<file path="src/rtl/eeprom_awidth_pkg.sv">
package eeprom_awidth_pkg;

    typedef enum logic [2:0] {
        S_IDLE,
        S_SEL,
        S_OPC,
        S_PROBE,
        S_ADDR,
        S_DATA,
        S_DESEL
    } ew_state_t;

    localparam logic [2:0] READ_OPC  = 3'b110;
    localparam int         OPC_BITS  = 3;
    localparam int         LEGACY_AW = 6;

endpackage

</file>
<file path="src/rtl/ew_halfper_tick.sv">
module ew_halfper_tick #(
    parameter int DIV_W = 4
) (
    input  logic             clk,
    input  logic             rst_n,
    input  logic             run,
    input  logic [DIV_W-1:0] div,
    output logic             tick
);
    logic [DIV_W-1:0] cnt_q;

    assign tick = run && (cnt_q == '0);

    always_ff @(posedge clk or negedge rst_n) begin
        if (!rst_n)                    cnt_q <= '0;
        else if (!run || cnt_q == '0)  cnt_q <= div;
        else                           cnt_q <= cnt_q - 1'b1;
    end
endmodule

</file>
<file path="src/rtl/ew_seq.sv">
module ew_seq
    import eeprom_awidth_pkg::*;
#(
    parameter int MAX_AW = 8,
    parameter int DATA_W = 16,
    parameter int LEN_W  = 4,
    localparam int WW    = $clog2(MAX_AW + 2)
) (
    input  logic              clk,
    input  logic              rst_n,
    input  logic              tick,
    input  logic              probe_req,
    input  logic              rd_req,
    input  logic [MAX_AW-1:0] rd_addr,
    input  logic [LEN_W-1:0]  rd_len,
    input  logic              do_i,
    output logic              cs,
    output logic              sk,
    output logic              di,
    output logic [DATA_W-1:0] rd_data,
    output logic              rd_valid,
    output logic [WW-1:0]     width,
    output logic              busy,
    output logic              done
);
    localparam int BMAX = (DATA_W > MAX_AW + 1) ? DATA_W : MAX_AW + 1;
    localparam int CW   = $clog2(BMAX + 1);
    localparam int AIW  = $clog2(MAX_AW + 1);
    localparam logic [CW-1:0] PROBE_LAST = CW'(MAX_AW - 1);
    localparam logic [CW-1:0] DATA_LAST  = CW'(DATA_W - 1);
    localparam logic [CW-1:0] OPC_LAST   = CW'(OPC_BITS - 1);

    ew_state_t         st_q, st_d;
    logic              hi_q, probe_q;
    logic [CW-1:0]     bcnt_q;
    logic [MAX_AW-1:0] addr_q;
    logic [LEN_W-1:0]  left_q;
    logic [DATA_W-1:0] sh_q;
    logic [MAX_AW:0]   addr_ext;
    logic              is_bit, last_bit, bcnt_zero;

    assign is_bit    = (st_q == S_OPC) || (st_q == S_PROBE) ||
                       (st_q == S_ADDR) || (st_q == S_DATA);
    assign last_bit  = tick && hi_q;
    assign bcnt_zero = (bcnt_q == '0);
    assign addr_ext  = {1'b0, addr_q};
    assign busy      = (st_q != S_IDLE);

    // state register
    always_ff @(posedge clk or negedge rst_n) begin
        if (!rst_n) st_q <= S_IDLE;
        else        st_q <= st_d;
    end

    // next state
    always_comb begin
        st_d = st_q;
        unique case (st_q)
            S_IDLE:  if (probe_req || rd_req) st_d = S_SEL;
            S_SEL:   if (tick) st_d = S_OPC;
            S_OPC:   if (last_bit && bcnt_zero) st_d = probe_q ? S_PROBE : S_ADDR;
            S_PROBE: if (last_bit && (!do_i || bcnt_q == PROBE_LAST)) st_d = S_DESEL;
            S_ADDR:  if (last_bit && bcnt_zero) st_d = S_DATA;
            S_DATA:  if (last_bit && bcnt_zero) st_d = S_DESEL;
            S_DESEL: if (tick) st_d = (!probe_q && left_q != '0) ? S_SEL : S_IDLE;
            default: st_d = S_IDLE;
        endcase
    end

    // outputs toward the device
    always_comb begin
        cs = 1'b0;
        sk = 1'b0;
        di = 1'b0;
        unique case (st_q)
            S_SEL:   cs = 1'b1;
            S_OPC:   begin cs = 1'b1; sk = hi_q; di = READ_OPC[bcnt_q[1:0]]; end
            S_PROBE: begin cs = 1'b1; sk = hi_q; end
            S_ADDR:  begin cs = 1'b1; sk = hi_q; di = addr_ext[bcnt_q[AIW-1:0]]; end
            S_DATA:  begin cs = 1'b1; sk = hi_q; end
            default: ;
        endcase
    end

    // datapath
    always_ff @(posedge clk or negedge rst_n) begin
        if (!rst_n) begin
            hi_q     <= 1'b0;
            probe_q  <= 1'b0;
            bcnt_q   <= '0;
            addr_q   <= '0;
            left_q   <= '0;
            sh_q     <= '0;
            rd_data  <= '0;
            rd_valid <= 1'b0;
            done     <= 1'b0;
            width    <= WW'(LEGACY_AW);
        end else begin
            rd_valid <= 1'b0;
            done     <= 1'b0;
            if (!is_bit)   hi_q <= 1'b0;
            else if (tick) hi_q <= !hi_q;
            unique case (st_q)
                S_IDLE: begin
                    if (probe_req) begin
                        probe_q <= 1'b1;
                    end else if (rd_req) begin
                        probe_q <= 1'b0;
                        addr_q  <= rd_addr;
                        left_q  <= rd_len;
                    end
                end
                S_SEL: if (tick) bcnt_q <= OPC_LAST;
                S_OPC: if (last_bit) begin
                    if (!bcnt_zero)   bcnt_q <= bcnt_q - 1'b1;
                    else if (probe_q) bcnt_q <= '0;
                    else              bcnt_q <= CW'(width) - 1'b1;
                end
                S_PROBE: if (last_bit) begin
                    if (!do_i)                     width <= WW'(bcnt_q + 1'b1);
                    else if (bcnt_q == PROBE_LAST) width <= WW'(MAX_AW + 1);
                    bcnt_q <= bcnt_q + 1'b1;
                end
                S_ADDR: if (last_bit) bcnt_q <= bcnt_zero ? DATA_LAST : bcnt_q - 1'b1;
                S_DATA: if (last_bit) begin
                    sh_q   <= {sh_q[DATA_W-2:0], do_i};
                    bcnt_q <= bcnt_q - 1'b1;
                    if (bcnt_zero) begin
                        rd_data  <= {sh_q[DATA_W-2:0], do_i};
                        rd_valid <= 1'b1;
                    end
                end
                S_DESEL: if (tick) begin
                    if (!probe_q && left_q != '0) begin
                        left_q <= left_q - 1'b1;
                        addr_q <= addr_q + 1'b1;
                    end else begin
                        done <= 1'b1;
                    end
                end
                default: ;
            endcase
        end
    end
endmodule

</file>
<file path="src/rtl/eeprom_awidth_ctrl.sv">
module eeprom_awidth_ctrl #(
    parameter int MAX_AW = 8,
    parameter int DATA_W = 16,
    parameter int LEN_W  = 4,
    parameter int DIV_W  = 4,
    localparam int WW    = $clog2(MAX_AW + 2)
) (
    input  logic              clk,
    input  logic              rst_n,
    input  logic [DIV_W-1:0]  clk_div,
    input  logic              probe_req,
    input  logic              rd_req,
    input  logic [MAX_AW-1:0] rd_addr,
    input  logic [LEN_W-1:0]  rd_len,
    output logic [DATA_W-1:0] rd_data,
    output logic              rd_valid,
    output logic [WW-1:0]     aw_width,
    output logic              busy,
    output logic              done,
    output logic              ee_cs,
    output logic              ee_sk,
    output logic              ee_di,
    input  logic              ee_do
);
    logic tick;

    ew_halfper_tick #(.DIV_W(DIV_W)) i_tick (
        .clk  (clk),
        .rst_n(rst_n),
        .run  (busy),
        .div  (clk_div),
        .tick (tick)
    );

    ew_seq #(.MAX_AW(MAX_AW), .DATA_W(DATA_W), .LEN_W(LEN_W)) i_seq (
        .clk      (clk),
        .rst_n    (rst_n),
        .tick     (tick),
        .probe_req(probe_req),
        .rd_req   (rd_req),
        .rd_addr  (rd_addr),
        .rd_len   (rd_len),
        .do_i     (ee_do),
        .cs       (ee_cs),
        .sk       (ee_sk),
        .di       (ee_di),
        .rd_data  (rd_data),
        .rd_valid (rd_valid),
        .width    (aw_width),
        .busy     (busy),
        .done     (done)
    );
endmodule

</file>
<file path="config.mk">
export PLATFORM = sky130hd
export DESIGN_NAME = eeprom_awidth_ctrl
export DESIGN_NICKNAME = d
export VERILOG_FILES = /design/src/rtl/eeprom_awidth_pkg.sv /design/src/rtl/ew_halfper_tick.sv /design/src/rtl/ew_seq.sv /design/src/rtl/eeprom_awidth_ctrl.sv
export SDC_FILE = /design/constraint.sdc
export NUM_CORES = 1
export LEC_CHECK = 0
export ABC_AREA = 1
export BUFFER_PORTS_ARGS = -buffer_cell sky130_fd_sc_hd__buf_4
export CELL_PAD_IN_SITES_DETAIL_PLACEMENT = 0
export CELL_PAD_IN_SITES_GLOBAL_PLACEMENT = 1
export CORE_MARGIN = 2
export CORE_UTILIZATION = 42
export CTS_CLUSTER_SIZE = 8
export DETAILED_ROUTE_END_ITERATION = 10
export PLACE_DENSITY_LB_ADDON = 0.1
export SLEW_MARGIN = 20
export SYNTH_ARGS = -nofsm -noshare
export SYNTH_HDL_FRONTEND = slang
export SYNTH_HIERARCHICAL = 1
export SYNTH_SLANG_ARGS = --single-unit
</file>
<file path="constraint.sdc">
create_clock -name clk -period 2.49 [get_ports clk]
set_clock_uncertainty 0.05 [all_clocks]
set_input_delay 0.498 -clock clk [delete_from_list [all_inputs] [get_ports clk]]
set_output_delay 0.498 -clock clk [all_outputs]
set_load 0.02 [all_outputs]
</file>
# ---- Yosys cells after proc, flatten, opt, wreduce, memory -nomap -nowiden
# Index checks and enable logic that the tools add are counted.
dict set report totals {
  ff_bits 63
  in_bits 21
}
dict set report classes {
  addsub 6
  magnitude_cmp 2
  eq_ne 23
  mux 49
  n_reduce_logical 32
}
# operator n
set ops {}
lappend ops {{5-bit 2-to-1 mux} 8}
lappend ops {{8-bit 2-to-1 mux} 4}
lappend ops {{4-bit 2-to-1 mux} 7}
lappend ops {{5-bit case mux with 5 select lines} 1}
lappend ops {{3-bit 2-to-1 mux} 8}
lappend ops {{3-bit case mux with 7 select lines} 1}
lappend ops {{2-bit by 1-bit != test with 1-bit output (second input constant)} 10}
lappend ops {{8-bit case mux with 2 select lines} 1}
lappend ops {{1-bit 2-to-1 mux} 15}
lappend ops {{2-bit != test (second input constant)} 6}
lappend ops {{3-bit == test (second input constant)} 3}
lappend ops {{8-bit by 1-bit adder with 8-bit output (second input constant)} 1}
lappend ops {{4-bit case mux with 2 select lines} 1}
lappend ops {{4-bit by 1-bit subtractor with 4-bit output (second input constant)} 2}
lappend ops {{7-bit AND reduction} 1}
lappend ops {{3-bit by 2-bit == test with 1-bit output (second input constant)} 2}
lappend ops {{1-bit logical OR} 6}
lappend ops {{3-bit AND reduction} 2}
lappend ops {{6-bit AND reduction} 1}
lappend ops {{5-bit by 1-bit adder with 5-bit output (second input constant)} 1}
lappend ops {{5-bit by 3-bit == test with 1-bit output (second input constant)} 1}
lappend ops {{1-bit logical AND} 5}
lappend ops {{5-bit zero test} 1}
lappend ops {{4-bit by 5-bit less-than comparator with 1-bit output (second input constant)} 1}
lappend ops {{18 further kinds} 23}

# ---- Longest topological paths before layout
# Gate-level depths: netlist of run 1.
dict set report depth {
  word_depth 6
  ltp_mapped 15
  ltp_nobuf 15
}

# ---- Hierarchy
# The synthesis of run 1 kept the hierarchy.
# module instances cells_each area_per_inst_um2
set modules_own_cells {}
lappend modules_own_cells {ew_seq 1 454 3259.4}
lappend modules_own_cells {ew_halfper_tick 1 29 230.2}

# ---- Worst setup path before layout of run 1
# No wires, ideal clock.
dict set report synth_path {
  path_type {reg-to-reg}
  start {register i_seq.st_q[2]}
  end {register i_seq.rd_data[1]}
  arrival_time_ns 1.788
  required_time_ns 2.319
  slack_ns 0.531
  path_stages_with_launch 15
  period_less_slack_ns 1.959
  cell_sequence {dfrtp_1 > nor2_1 > inv_1 > nor2_1 > inv_1 > inv_1 > nor2_1 > nand2_1 > inv_1 > nand2_1 > nor2_2 > inv_2 > buf_2 > nand2_1 > o21ai_1}
}
dict set report synth_via {
  elab_chain_len 4
  elab_cells_between_ends 5
  classes_between {1 x eq/ne; 4 x reduce/logical}
}
# element line
set synth_rtl {}
lappend synth_rtl {{from (decl)} ew_seq.sv:33} ;# ew_state_t st_q, st_d;
lappend synth_rtl {{from (signal assigned)} ew_seq.sv:52} ;# else st_q <= st_d;
lappend synth_rtl {{3-bit nonzero test} ew_seq.sv:47} ;# assign busy = (st_q != S_IDLE);
lappend synth_rtl {{net busy} eeprom_awidth_ctrl.sv:18} ;# output logic busy,
lappend synth_rtl {{1-bit logical AND} ew_halfper_tick.sv:12} ;# assign tick = run && (cnt_q == '0);
lappend synth_rtl {{net tick} eeprom_awidth_ctrl.sv:25} ;# logic tick;
lappend synth_rtl {{1-bit logical AND} ew_seq.sv:44} ;# assign last_bit = tick && hi_q;
lappend synth_rtl {{3-bit AND reduction (no line)} --}
lappend synth_rtl {{to (signal assigned)} ew_seq.sv:129} ;# rd_data <= {sh_q[DATA_W-2:0], do_i};
lappend synth_rtl {{to (decl)} ew_seq.sv:20} ;# output logic [DATA_W-1:0] rd_data,
# The timed path passes the listed nets, and every way through them passes these cells.
# A chain may end at the register's enable or synchronous reset.

# ---- Worst setup path after layout of run 1
dict set report layout_path {
  start {register i_seq.bcnt_q[1]}
  end {output ee_di}
}
dict set report layout_via {
  elab_chain_len 3
  elab_cells_between_ends 5
  classes_between {5 x mux}
}
# element line
set layout_rtl {}
lappend layout_rtl {{from (decl)} ew_seq.sv:35} ;# logic [CW-1:0] bcnt_q;
lappend layout_rtl {{from (signal assigned)} ew_seq.sv:115} ;# if (!bcnt_zero) bcnt_q <= bcnt_q - 1'b1;
lappend layout_rtl {{from (signal assigned)} ew_seq.sv:117} ;# else bcnt_q <= CW'(width) - 1'b1;
lappend layout_rtl {{from (signal assigned)} ew_seq.sv:122} ;# bcnt_q <= bcnt_q + 1'b1;
lappend layout_rtl {{1-bit binary-select mux with 4-bit select / 1-bit binary-select mux with 2-bit select (equally long branches)} {ew_seq.sv:79, ew_seq.sv:77}}
lappend layout_rtl {{1-bit 2-to-1 mux (on tied branches)} {ew_seq.sv:79, ew_seq.sv:77}}
lappend layout_rtl {{1-bit case mux with 2 select lines (*)} ew_seq.sv:75} ;# unique case (st_q)
lappend layout_rtl {{to (decl)} eeprom_awidth_ctrl.sv:22} ;# output logic ee_di,
# Every way passes the cells marked *; elsewhere a longest branch is shown, timed or not. The select of a mux whose other input is x is not followed.

==> impl_metrics.csv, run 1 <==
group,metric,value,unit
timing,totalNegativeSetupSlack,0,ps
status,status,"finished clean",
floorplan,fp.dieArea,9050,µm²
timing,hold_viol,0,
global_route,grt_pass1_vias,2915,
placed_design,io_buffers,46,
clock_tree,numCtsBuffers,9,
clock_tree,post-cts-setup-buffers,0,
timing,finalWorstPathRequiredPeriod,2230,ps
routing,maxUsedRoutingLayer,"met4",
global_route,track_usage,18.8,%
synth,syn_area,3490,µm²
clock_tree,cts_sinks,63,
setup_path,startpoint,"i_seq/bcnt_q[1]$_DFFE_PN0P_",
global_route,grt_pass1_wl,13400,µm
floorplan,rows,33,
routing,antenna_left,0,
pwr,swShare,43.7,%
global_route,grt_max_degree,64,
routing,met3_length,313,µm
setup_path,reg2reg_from,"i_seq/st_q[2]$_DFFE_PN0P_",
clock_tree,clk_pin_slew,70,ps
synth,yosysWarnings,6,
global_route,grt_overflow,0,
pwr,p_clk_share,19.8,%
clock_tree,cts_tree,"built",
timing,whs,209,ps
timing,tightest_slew,792,ps
synth,ys_seq_area_share,45.2,%
routing,firstDrtPassIters,4,
floorplan,dieHeight,95.2,µm
clock_tree,htree_num_levels,3,
floorplan,ios,47,
cells_and_area,diodes,0,
synth,synthDominantCellAreaShare,43.7,%
floorplan,initial_core_util,42.9,%
synth,yosysUniqueCellTypes,32,
synth,avgSynthCellArea,7.22,µm²
routing,drt_iter0_drc,143,
synth,ys_ff_latch,63,
setup_path,worstPathRequired,1940,ps
floorplan,core-area,8130,µm²
pwr,switchingPower,0.00189,W
routing,drt-total-wl,7720,µm
placed_design,gp_congestion,0.872,
global_route,grt_antenna_before_repair,0,
synth,yosys-top-cells-area,"dfrtp_1 44%, nand2_1 18%, inv_1 6.8%",
synth,syn-num-nets,512,
synth,syn_inst,483,
cells_and_area,drive_gt1_share,16.4,%
pwr,pwr-share-seq,34.1,%
timing,max_freq,449,MHz
pwr,powerDensity,1040,nW/µm²
placed_design,postPlaceCellArea,3960,µm²
cells_and_area,syn2layout_area_growth,18.8,%
routing,m1WireLength,3730,µm
timing,report.final.slew_viol_count,0,
worst_hold_path,hp-class,"input pin to asynchronous set/reset pin",
pwr,p_comb_share,46.1,%
pwr,internal-power,0.00244,W
setup_path,crit_fanout,7,
pwr,total_power,0.00432,W
pwr,peakVddDrop,567,µV
setup_path,critPathKind,"flip-flop to output port",
synth,yosys.area.top_type,"dfrtp_1",
cells_and_area,final_core_util,51.0,%
timing,finalSetupViolCount,0,
routing,dr_wl_met2,3620,µm
routing,remaining_drc_errors,0,
routing,wire_per_inst,12.0,µm
flow_run,maxCapViolCount,0,
setup_path,start_kind,"flip-flop",
timing,rsz0062_at_grt,"no",
cells_and_area,final_nets,562,
placed_design,place_hpwl,5650,µm
clock_tree,worstSkewPairLatency,320,ps
setup_path,cp-end-kind,"output port",
floorplan,die_w,95.2,µm
routing,vias_per_cell,4.83,
timing,finalCritPeriodShare,89.4,%
cells_and_area,stdcell_area,4150,µm²
setup_path,arrival,1680,ps
pwr,p_leak,2.17,nW
timing,slew_headroom,47.2,%
routing,vias,3106,
clock_tree,clockBufferDepth,2,
clock_tree,ctsRootBufferMaster,"clkbuf_8",
==> area by class of cell <==
type / count / area (µm²)
clock buffer: 10 / 128
clock inverter: 6 / 61.3
fill: 817 / 3990
inverter: 70 / 263
multi-input combinational: 337 / 1580
sequential: 63 / 1580
tap: 105 / 131
timing repair buffer: 52 / 403
==> metal layers <==
layer  GRT usage, %  up-vias
met3           2.85        4
met4           6.64        0
met5              0        -
met2           30.8       67
li1               -     1627
met1           25.2     1408
==> path summary, 6_finish.rpt <==
path | end | slack [ps] | cells past startpoint
setup / recovery | ee_di | 260 | 9
hold / removal | i_seq/rd_data[7]$_DFFE_PN0P_ | 210 | 1
setup reg to reg | i_seq/rd_data[14]$_DFFE_PN0P_ | 360 | 13
hold reg to reg | i_tick/cnt_q[0]$_DFF_PN0_ | 410 | 1
max in group asynchronous | i_seq/bcnt_q[0]$_DFFE_PN0P_ | 1630 | 1
min in group clk | i_tick/cnt_q[3]$_DFF_PN0_ | 320 | 3
==> Yosys cell counts <==
cell type  instances
dfstp_2            2
nor2_4             1
o22ai_1            2
a31oi_1            1
nand2_4            1
nand3_1           24
inv_2              7
o21ai_1           31
o21ai_2            1
o21ai_0           41
xnor2_1            2
a21oi_2            1
o21bai_1           2
or2_2              1
o21a_1             1
a21oi_1            7
a21boi_0           1
nand2_2            1
nor2_2             3
nor2_1            32
clkbuf_1           4
nand2_1          163
buf_6              1
nand3_2            2
buf_2              7
nand4_1            7
dfrtp_1           61
inv_1             63
ha_1               8
nand3b_1           3
buf_4              1
o31ai_1            1
==> repair_timing <==
action / CTS / global route
hold endpoints to repair: 0 / 0
hold buffers: 0 / 0
resized for setup: 0 / 1
endpoints found under the setup margin: 0 / 1
==> layout by cell type, fill, tap and decap left out, types with 7 or more instances in the layout <==
master    count
nand2_1     163
inv_1        63
dfrtp_1      60
buf_4        51
o21ai_0      41
nor2_1       32
o21ai_1      31
nand3_1      24
clkbuf_8      9
ha_1          8
inv_2         7
a21oi_1       7
nand4_1       7
==> worst max-delay path, cell delays in order, from the launching register on <==
cell	delay [ps]
dfrtp_1	480
inv_1	160
a21oi_1	130
o21ai_0	90
nand2_1	60
nand2_1	50
nand2_1	100
nand3_1	70
nand2_1	80
buf_4	140
==> per-stage QoR <==
| stage | setup WS [ps] | instances |
|---|---|---|
| CTS | 160 | 643 |
| global placement | 355 | 627 |
| detailed placement | 342 | 627 |
| floorplan | 531 | 483 |
| finish | 264 | 643 |
| global route | 13.7 | 643 |
==> power groups by stage <==
stage | sequential, W | combinational, W | clock [W]
after global placement | 0.00149 | 0.00199 | 0
after detailed placement | 0.00149 | 0.00199 | 0
final | 0.00147 | 0.00199 | 0.000857
after floorplan | 0.00141 | 0.00149 | 0
after CTS | 0.00147 | 0.00200 | 0.000898
after global routing | 0.00151 | 0.00230 | 0.000955
==> flip-flops by register name, summed over array words and instances, names as in the netlist <==
register and count:
i_seq/done 1, i_seq/bcnt_q 5, i_seq/sh_q 15, i_seq/addr_q 8
i_seq/hi_q 1, i_seq/left_q 4, i_seq/rd_valid 1, i_seq/width 4
i_seq/st_q 3, i_seq/probe_q 1, i_seq/rd_data 16, i_tick/cnt_q 4
==> kinds of logic (layout without fill, tap and decap cells) <==
kind of cell | count (synthesis) | in the layout | synth area share, %
AO/OA/AOI/OAI | 89 | 89 | 13.4
XOR/XNOR | 2 | 2 | 0.502
adder cells (fa/ha/maj) | 8 | 8 | 2.87
buffers and inverters | 83 | 138 | 9.50
flip-flops | 63 | 63 | 45.2
AND/OR/NAND/NOR | 238 | 238 | 28.4
Note: power is estimated with default switching activity, not from simulation.
==> run 2: changes to the inputs <==
--- a/config.mk
+++ b/config.mk
@@ -9,6 +9,7 @@
 export BUFFER_PORTS_ARGS = -buffer_cell sky130_fd_sc_hd__buf_4
 export CELL_PAD_IN_SITES_DETAIL_PLACEMENT = 0
 export CELL_PAD_IN_SITES_GLOBAL_PLACEMENT = 1
+export CORE_ASPECT_RATIO = 0.9
 export CORE_MARGIN = 2
 export CORE_UTILIZATION = 42
 export CTS_CLUSTER_SIZE = 8
==> impl_metrics.csv, run 2 (synthesized netlist as in run 1, its figures left out) <==
group,metric,value,unit
setup_path,rrSetupSlack,380,ps
cells_and_area,diodes,0,
setup_path,crit_path_cell_trace,"inv_1 -> ha_1 -> inv_1 -> o21ai_0 -> buf_4",
pwr,powerDensity,1060,nW/µm²
cells_and_area,largest_reg_flops,16,
setup_path,arrival,1700,ps
routing,wire_per_inst,12.5,µm
timing,report.final.slew_viol_count,0,
cells_and_area,final_nets,560,
timing,finalSetupViolCount,0,
clock_tree,post-cts-setup-buffers,0,
placed_design,pre_cts_slack,291,ps
clock_tree,numCtsBuffers,9,
setup_path,crit_family,"flip-flops",
cells_and_area,top_regs,"i_seq/rd_data: 16 flops, i_seq/sh_q: 15 flops, i_seq/addr_q: 8 flops",
cells_and_area,largest-register,"i_seq/rd_data",
floorplan,rows,31,
setup_path,cp-end-kind,"output port",
global_route,grt_max_degree,64,
timing,slew_headroom,46.6,%
cells_and_area,mostFrequentLayoutCell,"nand2_1",
floorplan,dieHeight,90.5,µm
setup_path,crit_fanout,7,
routing,drt-total-wl,7930,µm
routing,antenna_left,0,
pwr,switchingPower,0.00190,W
pwr,internal-power,0.00249,W
timing,fin_ws,244,ps
routing,drt_iter0_drc,169,
clock_tree,htree_num_levels,3,
pwr,peakVddDrop,464,µV
worst_hold_path,hp-class,"input pin to asynchronous set/reset pin",
routing,vias,3046,
floorplan,fp.dieArea,9050,µm²
cells_and_area,syn2layout_area_growth,18.8,%
global_route,grt_overflow,0,
cells_and_area,fill_cells,829,
timing,tightest_slew,801,ps
pwr,pwr-share-seq,33.7,%
setup_path,worstPathRequired,1940,ps
timing,rsz0062_at_grt,"no",
routing,remaining_drc_errors,0,
floorplan,die_w,100,µm
routing,vias_per_cell,4.80,
cells_and_area,drive_gt1_share,16.6,%
cells_and_area,final_cell_mix,"163 x nand2_1, 63 x inv_1, 58 x dfrtp_1",
setup_path,start_kind,"flip-flop",
floorplan,ios,47,
clock_tree,worstSkewPairLatency,340,ps
clock_tree,cts_tree,"built",
timing,finalWorstPathRequiredPeriod,2250,ps
routing,firstDrtPassIters,5,
pwr,p_comb_share,43.9,%
flow_run,maxCapViolCount,0,
cells_and_area,seq_area,1580,µm²
clock_tree,clk_pin_slew,80,ps
floorplan,initial_core_util,43.3,%
floorplan,core-area,8070,µm²
timing,totalNegativeSetupSlack,0,ps
pwr,p_clk_share,22.4,%
setup_path,critPathSlowestCell,"dfrtp_1",
timing,hold_viol,0,
setup_path,rr_worst_depth,13,
setup_path,cpPeakStageDelay,440,ps
placed_design,gp_congestion,0.847,
clock_tree,cts_sinks,63,
placed_design,place_hpwl,5660,µm
timing,max_freq,445,MHz
setup_path,cp.depth,5,
global_route,grt_pass1_wl,14000,µm
global_route,grt_pass1_vias,2897,
status,status,"finished clean",
clock_tree,ctsRootBufferMaster,"clkbuf_8",
pwr,p_leak,2.17,nW
global_route,track_usage,19.4,%
pwr,swShare,43.3,%
setup_path,cp_common_cell,"inv_1",
placed_design,io_buffers,46,
setup_path,cp_num_buf_inv,3,
global_route,grt_antenna_before_repair,0,
timing,finalCritPeriodShare,90.2,%
setup_path,critPathKind,"flip-flop to output port",
clock_tree,clockBufferDepth,2,
cells_and_area,multi_input_area,1580,µm²
[run 2: worst paths after layout]
kind | endpoint | startpoint
min in group clk | i_tick/cnt_q[2]$_DFF_PN0_ | clk_div[2]
setup reg to reg | i_seq/bcnt_q[1]$_DFFE_PN0P_ | i_seq/st_q[1]$_DFFE_PN0P_
hold / removal | i_seq/left_q[1]$_DFFE_PN0P_ | rst_n
max in group asynchronous | i_seq/bcnt_q[0]$_DFFE_PN0P_ | rst_n
hold reg to reg | i_tick/cnt_q[0]$_DFF_PN0_ | i_tick/cnt_q[0]$_DFF_PN0_
setup / recovery | ee_cs | i_seq/st_q[1]$_DFFE_PN0P_
[run 2: cell type report]
| class | count | area share (%) |
|---|---|---|
| Clock inverter | 7 | 2.29 |
| Sequential cell | 63 | 38.2 |
| Timing Repair Buffer | 50 | 9.06 |
| Multi-Input combinational cell | 337 | 38.1 |
| Clock buffer | 9 | 2.99 |
| Inverter | 70 | 6.40 |
| Tap cell | 99 | 2.99 |
[run 2: through the flow]
step	hold WS [ps]	area (µm²)	std cells	utilization, %	total power, W
global route	254	4150	635	51.4	0.00483
global placement	405	3920	619	48.6	0.00340
CTS	208	4140	635	51.3	0.00443
finish	184	4150	635	51.4	0.00439
detailed placement	411	3920	619	48.6	0.00341
floorplan	152	3490	483	-	0.00290
[run 2: power groups by stage]
stage | combinational [W] | clock (W) | sequential, W
final | 0.00193 | 0.000983 | 0.00148
after global routing | 0.00224 | 0.00107 | 0.00152
after CTS | 0.00193 | 0.00103 | 0.00147
after detailed placement | 0.00192 | 0 | 0.00149
after global placement | 0.00192 | 0 | 0.00148
after floorplan | 0.00149 | 0 | 0.00141
[run 2: repair_timing]
action	CTS	global route
setup endpoints to repair	0	17
hold buffers	0	0
gates resized for setup	0	5
[run 2: routing by layer]
metal	vias to the layer above	GRT usage [%]	share of wire, %
met5	-	0	0
met4	0	6.16	0.92
met3	5	4.02	4.5
met2	62	28.3	43
met1	1361	28.9	52
li1	1618	-	-
==> run 3: changes to the inputs <==
--- a/config.mk
+++ b/config.mk
@@ -5,13 +5,13 @@
 export SDC_FILE = /design/constraint.sdc
 export NUM_CORES = 1
 export LEC_CHECK = 0
-export ABC_AREA = 1
+export ABC_AREA = 0
 export BUFFER_PORTS_ARGS = -buffer_cell sky130_fd_sc_hd__buf_4
 export CELL_PAD_IN_SITES_DETAIL_PLACEMENT = 0
 export CELL_PAD_IN_SITES_GLOBAL_PLACEMENT = 1
 export CORE_ASPECT_RATIO = 0.9
 export CORE_MARGIN = 2
-export CORE_UTILIZATION = 42
+export CORE_UTILIZATION = 45
 export CTS_CLUSTER_SIZE = 8
 export DETAILED_ROUTE_END_ITERATION = 10
 export PLACE_DENSITY_LB_ADDON = 0.1
==> impl_metrics.csv, run 3 <==
group,metric,value,unit
setup_path,crit_fanout,8,
cells_and_area,multi_input_area,1750,µm²
cells_and_area,diodes,0,
clock_tree,clockBufferDepth,2,
clock_tree,numCtsBuffers,9,
cells_and_area,final_core_util,55.8,%
routing,antenna_left,0,
setup_path,worstPathRequired,1940,ps
placed_design,placed_cells,471,
routing,drt_iter0_drc,113,
synth,synthArstFlopShare,100,%
synth,syn-num-nets,363,
synth,syn_area,3460,µm²
synth,yosys-top-cells-area,"dfrtp_1 44%, mux2_2 7.2%, mux2_1 2.9%",
routing,firstDrtPassIters,4,
floorplan,initial_core_util,46.1,%
synth,ys_seq_area_share,45.7,%
routing,vias_per_cell,5.63,
cells_and_area,top_regs,"i_seq/rd_data: 16 flops, i_seq/sh_q: 15 flops, i_seq/addr_q: 8 flops",
clock_tree,ctsRootBufferMaster,"clkbuf_8",
synth,synth-simple-area-share,14.3,%
cells_and_area,fill_cells,691,
synth,ys.flop_type,"dfrtp_1",
synth,yosysWarnings,6,
synth,synth_top_family_by_area,"compound AO/OA/AOI/OAI gates",
routing,remaining_drc_errors,0,
cells_and_area,mostFrequentLayoutCell,"dfrtp_1",
global_route,grt_antenna_before_repair,0,
synth,muxShareOfSynthArea,13.3,%
global_route,grt_overflow,0,
pwr,p_leak,1.97,nW
synth,yosysUniqueCellTypes,61,
floorplan,dieHeight,87.2,µm
clock_tree,worstSkewPairLatency,340,ps
routing,drt-total-wl,7810,µm
placed_design,gp_congestion,0.860,
clock_tree,cts_sinks,63,
synth,synthDominantCellAreaShare,44.2,%
timing,tightest_slew,788,ps
routing,vias,2741,
cells_and_area,largest-register,"i_seq/rd_data",
timing,max_freq,421,MHz
placed_design,place_hpwl,5400,µm
routing,wire_per_inst,16.0,µm
pwr,peakVddDrop,436,µV
clock_tree,cts_tree,"built",
cells_and_area,syn2layout_area_growth,21.2,%
synth,yosys.area.top_type,"dfrtp_1",
pwr,powerDensity,1100,nW/µm²
synth,synthXorXnorAreaFrac,2.28,%
synth,synth_compound_area_share,17.0,%
clock_tree,clk_pin_slew,80,ps
cells_and_area,final_cell_count_no_fill,487,
cells_and_area,final_nets,415,
floorplan,die_w,96.4,µm
setup_path,arrival,1830,ps
global_route,grt_pass1_vias,2648,
synth,synth-edff-count,0,
global_route,track_usage,20.4,%
cells_and_area,drive_gt1_share,29.4,%
global_route,grt_max_degree,64,
timing,slew_headroom,47.4,%
floorplan,rows,30,
clock_tree,postCtsHoldBufs,0,
flow_run,maxCapViolCount,0,
status,status,"finished clean",
synth,syn_inst,334,
global_route,grt_pass1_wl,13100,µm
clock_tree,htree_num_levels,3,
timing,hold_viol,0,
timing,finalCritPeriodShare,95.3,%
timing,finalWorstPathRequiredPeriod,2370,ps
synth,ys_ff_latch,63,
setup_path,cp-end-kind,"output port",
synth,synth_most_common_cell,"dfrtp_1",
cells_and_area,seq_area,1580,µm²
setup_path,start_kind,"flip-flop",
floorplan,core-area,7510,µm²
timing,report.final.slew_viol_count,0,
floorplan,fp.dieArea,8400,µm²
setup_path,critPathKind,"flip-flop to output port",
floorplan,ios,47,
synth,yosys.area_share.adder,2.90,%
timing,finalSetupViolCount,0,
placed_design,io_buffers,46,
cells_and_area,final_cell_mix,"60 x dfrtp_1, 59 x buf_4, 22 x nand2_1, 22 x mux2_2",
worst_hold_path,hp-class,"input pin to asynchronous set/reset pin",
synth,synthTopCellsByCount,"61 x dfrtp_1, 22 x mux2_2, 22 x nand2_1",
synth,avgSynthCellArea,10.4,µm²
cells_and_area,largest_reg_flops,16,
run 3: cell types whose count changed in the layout (fill, tap and decap cells not counted), sizes merged, moves of 11 or more:
| cell | delta |
|---|---|
| inv | -50 |
| mux2 | +32 |
| nand3 | -13 |
| o21ai | -47 |
| nor3 | +11 |
| nor2 | -16 |
| a21oi | +11 |
| nand2 | -143 |
run 3: repair_timing:
| item | 4_1_cts | 5_1_grt |
|---|---|---|
| buffers inserted | 0 | 0 |
| resized for setup | 1 | 5 |
| setup endpoints to repair | 1 | 12 |
run 3: worst paths after layout:
check / start / to / slack [ps] / depth (start not counted)
max: i_seq/bcnt_q[0]$_DFFE_PN0P_ / ee_di / 120 / 4
min: rst_n / i_tick/cnt_q[3]$_DFF_PN0_ / 170 / 1
max reg2reg: i_seq/bcnt_q[1]$_DFFE_PN0P_ / i_seq/st_q[1]$_DFFE_PN0P_ / 120 / 7
min reg2reg: i_seq/rd_data[0]$_DFFE_PN0P_ / i_seq/rd_data[0]$_DFFE_PN0P_ / 440 / 1
max in group asynchronous: rst_n / i_seq/bcnt_q[0]$_DFFE_PN0P_ / 1630 / 1
min in group clk: ee_do / i_seq/width[2]$_DFFE_PN1P_ / 330 / 2
run 3: metrics by stage:
stage               area (µm²)  hold WS (ps)  setup TNS (ps)  power [W]  setup WS (ps)
floorplan                 3460           152               0    0.00297           27.7
global placement          3940           426               0    0.00353            129
detailed placement        3940           432               0    0.00354            150
CTS                       4170           208               0    0.00459           70.3
global route              4190           247           -14.8    0.00497          -14.8
finish                    4190           170               0    0.00463            117
run 3: cell families (layout without fill, tap and decap cells):
family	count (synthesis)	after routing
adders and majority gates	8	8
buffers and inverters	36	93
AOI/OAI and AO/OA	86	86
and+or+nand+nor	93	93
DFF	63	63
muxes	39	39
xor gates and xnor gates	9	9
run 3: layout make-up:
type	count	share of cell area, %
multi-input cells	235	41.8
flip-flops and latches	63	37.7
repair buffers	59	10.6
inverters	18	1.61
clock buffers	9	2.96
well taps	96	2.87
clock inverters	7	2.48
run 3: metal layers:
layer | up-vias | share of wire, % | track usage [%]
li1 | 1326 | - | -
met1 | 1330 | 49 | 30.4
met2 | 76 | 45 | 29.7
met3 | 9 | 4.8 | 4.85
met4 | 0 | 0.73 | 5.38
met5 | - | 0 | 0
run 3: power by group:
part	switching, W	total, W	internal, W
sequential	0.000255	0.00149	0.00123
combinational	0.00120	0.00212	0.000917
clock	0.000450	0.00103	0.000578
run 3: critical path, cell delays in order, from the launching register on:
cell and delay (ps):
dfrtp_2 470, mux4_2 560, mux2i_4 190, o41ai_2 100, buf_4 170
